**src/rtl/fir3_pkg.sv**
```systemverilog
package fir3_pkg;
    localparam int SAMPLE_W = 24;
    localparam int PROD_W   = 2 * SAMPLE_W;
    localparam int NTAP     = 3;
    localparam int NBOOTH   = SAMPLE_W / 2;
    localparam int NROW     = NBOOTH + 1;
    localparam int CLA_GRP  = 4;

    typedef logic [SAMPLE_W-1:0] sample_t;
    typedef logic [PROD_W-1:0]   wide_t;

    typedef struct packed {
        wide_t s;
        wide_t c;
    } cs_pair_t;

    typedef struct packed {
        sample_t d1;
        sample_t d2;
        wide_t   y;
        logic    v;
    } fir_state_t;

    // 3:2 compressor over a full word; the carry vector is pre-shifted
    function automatic cs_pair_t csa3(input wide_t a, input wide_t b, input wide_t c);
        cs_pair_t r;
        r.s = a ^ b ^ c;
        r.c = ((a & b) | (a & c) | (b & c)) << 1;
        return r;
    endfunction
endpackage

```
**src/rtl/fir3_cla.sv**
```systemverilog
module fir3_cla
    import fir3_pkg::*;
(
    input  wide_t a,
    input  wide_t b,
    output wide_t sum
);
    localparam int NGRP = PROD_W / CLA_GRP;

    always_comb begin
        wide_t            p;
        wide_t            g;
        logic [PROD_W-1:0] cy;
        logic [NGRP-1:0]  gg;
        logic [NGRP-1:0]  gp;
        logic [NGRP:0]    cg;
        p  = a ^ b;
        g  = a & b;
        cy = '0;
        for (int j = 0; j < NGRP; j++) begin
            gg[j] = 1'b0;
            gp[j] = 1'b1;
            for (int k = 0; k < CLA_GRP; k++) begin
                gg[j] = g[j*CLA_GRP+k] | (p[j*CLA_GRP+k] & gg[j]);
                gp[j] = gp[j] & p[j*CLA_GRP+k];
            end
        end
        cg[0] = 1'b0;
        for (int j = 0; j < NGRP; j++) begin
            cg[j+1] = gg[j] | (gp[j] & cg[j]);
        end
        for (int j = 0; j < NGRP; j++) begin
            cy[j*CLA_GRP] = cg[j];
            for (int k = 1; k < CLA_GRP; k++) begin
                cy[j*CLA_GRP+k] = g[j*CLA_GRP+k-1] | (p[j*CLA_GRP+k-1] & cy[j*CLA_GRP+k-1]);
            end
        end
        sum = p ^ cy;
    end
endmodule

```
**src/rtl/fir3_booth_mul.sv**
```systemverilog
module fir3_booth_mul
    import fir3_pkg::*;
(
    input  sample_t mcand,
    input  sample_t mplier,
    output wide_t   product
);
    wide_t    pp_rows [NROW];
    cs_pair_t acc_d;

    always_comb begin
        wide_t                b1;
        wide_t                b2;
        wide_t                mag;
        wide_t                corr;
        logic                 neg;
        logic [SAMPLE_W:0]    ext;
        logic [2:0]           trip;
        b1   = {{SAMPLE_W{mcand[SAMPLE_W-1]}}, mcand};
        b2   = b1 << 1;
        ext  = {mplier, 1'b0};
        corr = '0;
        for (int i = 0; i < NBOOTH; i++) begin
            trip = ext[2*i +: 3];
            neg  = 1'b0;
            unique case (trip)
                3'b001, 3'b010: mag = b1;
                3'b011:         mag = b2;
                3'b100: begin   mag = b2; neg = 1'b1; end
                3'b101, 3'b110: begin mag = b1; neg = 1'b1; end
                default:        mag = '0;
            endcase
            pp_rows[i] = neg ? ((~mag) << (2*i)) : (mag << (2*i));
            corr[2*i]  = neg;
        end
        pp_rows[NBOOTH] = corr;
    end

    always_comb begin
        acc_d.s = pp_rows[0];
        acc_d.c = pp_rows[1];
        for (int r = 2; r < NROW; r++) begin
            acc_d = csa3(acc_d.s, acc_d.c, pp_rows[r]);
        end
    end

    fir3_cla u_final (
        .a   (acc_d.s),
        .b   (acc_d.c),
        .sum (product)
    );
endmodule

```
**src/rtl/fir3_parallel.sv**
```systemverilog
module fir3_parallel
    import fir3_pkg::*;
(
    input  logic                clk,
    input  logic                rst,
    input  logic                in_valid,
    input  logic [SAMPLE_W-1:0] in_sample,
    input  logic [SAMPLE_W-1:0] coef0,
    input  logic [SAMPLE_W-1:0] coef1,
    input  logic [SAMPLE_W-1:0] coef2,
    output logic                out_valid,
    output logic [PROD_W-1:0]   out_result
);
    fir_state_t state_d, state_q;
    sample_t    tap_x [NTAP];
    sample_t    tap_c [NTAP];
    wide_t      tap_p [NTAP];
    cs_pair_t   merge_d;
    wide_t      tap_sum_d;

    assign tap_x[0] = in_sample;
    assign tap_x[1] = state_q.d1;
    assign tap_x[2] = state_q.d2;
    assign tap_c[0] = coef0;
    assign tap_c[1] = coef1;
    assign tap_c[2] = coef2;

    for (genvar t = 0; t < NTAP; t++) begin : g_tap
        fir3_booth_mul u_mul (
            .mcand   (tap_x[t]),
            .mplier  (tap_c[t]),
            .product (tap_p[t])
        );
    end

    assign merge_d = csa3(tap_p[0], tap_p[1], tap_p[2]);

    fir3_cla u_sum (
        .a   (merge_d.s),
        .b   (merge_d.c),
        .sum (tap_sum_d)
    );

    always_comb begin
        state_d   = state_q;
        state_d.v = 1'b0;
        if (in_valid) begin
            state_d.d1 = in_sample;
            state_d.d2 = state_q.d1;
            state_d.y  = tap_sum_d;
            state_d.v  = 1'b1;
        end
        if (rst) begin
            state_d = '0;
        end
    end

    always_ff @(posedge clk) begin
        state_q <= state_d;
    end

    assign out_valid  = state_q.v;
    assign out_result = state_q.y;


    reset_clear_chk: assert property (@(posedge clk)
        rst |=> (!out_valid && out_result == '0 && state_q.d1 == '0 && state_q.d2 == '0));

    valid_follow_chk: assert property (@(posedge clk) disable iff (rst)
        in_valid |=> out_valid);

    valid_idle_chk: assert property (@(posedge clk) disable iff (rst)
        !in_valid |=> !out_valid);

    shift_chk: assert property (@(posedge clk) disable iff (rst)
        in_valid |=> (state_q.d1 == $past(in_sample) && state_q.d2 == $past(state_q.d1)));

    history_hold_chk: assert property (@(posedge clk) disable iff (rst)
        !in_valid |=> ($stable(state_q.d1) && $stable(state_q.d2)));

    result_hold_chk: assert property (@(posedge clk) disable iff (rst)
        !in_valid |=> $stable(out_result));
endmodule

```
**config.mk**
```make
export PLATFORM = sky130hd
export DESIGN_NAME = fir3_parallel
export DESIGN_NICKNAME = d
export VERILOG_FILES = /design/src/rtl/fir3_pkg.sv /design/src/rtl/fir3_cla.sv /design/src/rtl/fir3_booth_mul.sv /design/src/rtl/fir3_parallel.sv
export SDC_FILE = /design/constraint.sdc
export NUM_CORES = 2
export LEC_CHECK = 0
export BUFFER_PORTS_ARGS = -buffer_cell sky130_fd_sc_hd__buf_2
export CAP_MARGIN = 15
export CORE_MARGIN = 5
export CORE_UTILIZATION = 47
export CTS_CLUSTER_SIZE = 40
export DETAILED_ROUTE_END_ITERATION = 12
export PLACE_DENSITY = 0.75
export SYNTH_ARGS = -nofsm -noshare
export SYNTH_HDL_FRONTEND = slang
export SYNTH_SLANG_ARGS = --single-unit
```
**constraint.sdc**
```tcl
create_clock -name clk -period 15.4 [get_ports clk]
set_clock_uncertainty 0.15 [all_clocks]
set_input_delay 0.77 -clock clk [delete_from_list [all_inputs] [get_ports clk]]
set_output_delay 0.77 -clock clk [all_outputs]
set_load 0.01 [all_outputs]
```
==> results.toml <==
[global_routing]
grt_pass1_wl_mm = 257.1
grt_usage_pct = 26.15
grt_start_max_net_pins = 68
overflow = 0
grt_antenna_before_repair = 13
grt_pass1_vias = 44920

[die]
die_h_um = 350.9
fp-row-count = 125
initial_core_util_pct = 47.19
ios = 148
core_area_sq_um = 115700
die_w_um = 350.9
die_area_sq_um = 123100

[route]
drtIter0Drc = 4274
viasPerCell = 5.802
vias = 44060
drt.antenna.violating_nets = 0
drt-total-wl_mm = 160.5
dr.pass1.iters = 6
wire_per_inst_um = 21.13
remaining_drc_errors = 0

[sta]
fmax_mhz = 68.26
fin_crit_ps = 14650
setup_viol = 0
slew_viol_final = 0
finalHoldViolCount = 0
setup_tns_ps = 0
rsz0062_at_grt = "no"
finalCritPeriodShare_pct = 95.13
relSlewSlack_pct = 21.62
worst-slew-pin-transition_ps = 1174

[clocking]
cts_tree = "built"
root_buffer = "clkbuf_16"
clock-sinks = 97
clk_path_buf_depth = 2
htreeDepth = 3
holdBufCountCts = 0
clk_pin_slew_ps = 90
clkLatencyLatePin_ps = 400
cts_made_buffers = 9

[logic_synthesis]
synth_ff_type = "dfxtp_1"
synth_seq_area_share_pct = 3.555
yosys_warnings = 0
ys_async_sr_fraction_pct = 0
synth_cell_type_count = 59
syn_area_sq_um = 54620
synth_edf_count = 0
synth_cells = 6377
synth_nets = 7925
ys_ff_latch = 97
avgSynthCellArea_sq_um = 8.565

[job]
maxCapViolations = 0

[setup_path]
crit_buf_inv = 9
critPathTopFamily = "adder cells"
crit_path_max_incr_delay_ps = 580
critPathSlowestCell = "fa_1"
critPathLaunchType = "input port"
critPathMaxFanout = 22
worstPathRequired_ps = 15510
end_kind = "flip-flop"
crit_type = "in2reg"
crit_arrival_ps = 14760
crit_top_cell = "fa_1"

[finish]
nFillCells = 10760
multi_input_area_sq_um = 47090
area_growth_pct = 3.452
seqCellArea_sq_um = 1942
fin_nets = 7605
drive_gt1_share_pct = 6.203
design_area_sq_um = 56500

[place]
dpl.hpwl_mm = 132.9
place_area_sq_um = 56190
globalplace.congestion = 0.9557
port_buffers = 147

[outcome]
status = "finished, final reports clean"

[min_path]
hp-class = "reg2reg"
## repair_timing
item,CTS,global route
endpoints found under the setup margin,0,1
buffers inserted,0,0
gates resized for setup,0,3
## registers in the layout, summed over array words and instances, names as in the netlist
signal and count:
out_valid 1, state_q 48, out_result 48
## per-stage QoR
step,worst slack (ps),hold slack (ps),utilization [%],std cells
final,749.9,336.9,48.82,7593
after global routing,3.210,364.4,48.82,7590
after CTS,600.8,336.7,48.79,7586
after detailed placement,187.4,326.3,48.55,7570
after global placement,412.9,316.2,48.55,7570
after floorplan,226.8,348.2,-,6377
## layout make-up
class / instances / area share, %
Antenna cell: 7 / 0.03100
Clock buffer: 10 / 0.4052
Clock inverter: 6 / 0.08857
Inverter: 901 / 5.985
Multi-Input combinational cell: 4749 / 83.34
Sequential cell: 97 / 3.437
Tap cell: 1524 / 3.375
Timing Repair Buffer: 299 / 3.337
## synth_stat cells (9+ instances only)
cell	count	share of area [%]
mux2i_1	97	1.8
mux2_2	12	0.25
o21ai_0	67	0.61
o22ai_1	132	1.5
ha_1	512	12
a21oi_1	202	1.9
a21o_1	33	0.45
a211oi_1	281	3.9
and2_1	16	0.18
inv_1	889	6.1
nand2_1	179	1.2
clkbuf_1	512	3.5
nand4_1	22	0.25
buf_2	25	0.23
inv_2	12	0.082
a221oi_1	9	0.14
xor2_1	158	2.5
o31ai_1	13	0.18
xnor2_1	786	13
a22oi_1	298	4.1
o221ai_1	17	0.27
a221o_1	44	0.81
o21ai_1	72	0.66
nand3_1	9	0.082
nor2_1	777	5.3
dfxtp_1	97	3.6
buf_1	93	0.64
fa_1	937	34
## final timing paths
kind / start / endpoint / slack (ps) / depth (start not counted)
worst max-delay path: coef0[1] / out_result[47]$_SDFFE_PP0P_ / 750 / 51
worst min-delay path: out_result[26]$_SDFFE_PP0P_ / out_result[26]$_SDFFE_PP0P_ / 340 / 2
worst max register to register: state_q[96]$_SDFFE_PP0P_ / out_result[47]$_SDFFE_PP0P_ / 1310 / 43
worst min register to register: out_result[26]$_SDFFE_PP0P_ / out_result[26]$_SDFFE_PP0P_ / 340 / 2
## tightest hold or removal path: cells and delay by family, from the launching register on
kind               cells  cell delay, ps
AOI/OAI and AO/OA      1              50
and+or+nand+nor        1              80
DFF                    1             320
## kinds of logic (layout without fill, tap and decap cells)
family	count (synthesis)	after routing	share of synthesized area (%)
buffers and inverters	1531	1216	10.58
AND/OR/NAND/NOR	1049	1049	7.709
multiplexers	109	109	2.025
adder cells (fa/ha/maj)	1449	1449	46.07
AO/OA/AOI/OAI	1198	1198	14.92
XOR/XNOR	944	944	15.14
other	0	7	0
flip-flops	97	97	3.555
## cell usage in the layout (no fill, tap or decap), types with 12 or more instances in the layout
cell      count
a211oi_1    281
a21o_1       33
a21oi_1     202
a221o_1      44
a22oi_1     298
and2_1       16
buf_2       145
buf_4       153
dfxtp_1      97
fa_1        937
ha_1        512
inv_1       889
inv_2        12
mux2_2       12
mux2i_1      97
nand2_1     179
nand4_1      22
nor2_1      769
o21ai_0      67
o21ai_1      72
o221ai_1     17
o22ai_1     132
xnor2_1     774
xnor2_2      12
xor2_1      158
## routing by layer
| metal | GRT usage [%] | share of wire [%] | vias up |
|---|---|---|---|
| met1 | 35.51 | 42 | 22060 |
| met3 | 3.784 | 7.7 | 307 |
| met4 | 9.917 | 4.5 | 6 |
| li1 | - | - | 19860 |
| met5 | 0 | 0.026 | - |
| met2 | 42.52 | 46 | 1820 |
Power is left out: the tool's default activity adds up to more than one toggle a clock period on the data nets, which glitch-free logic cannot reach.
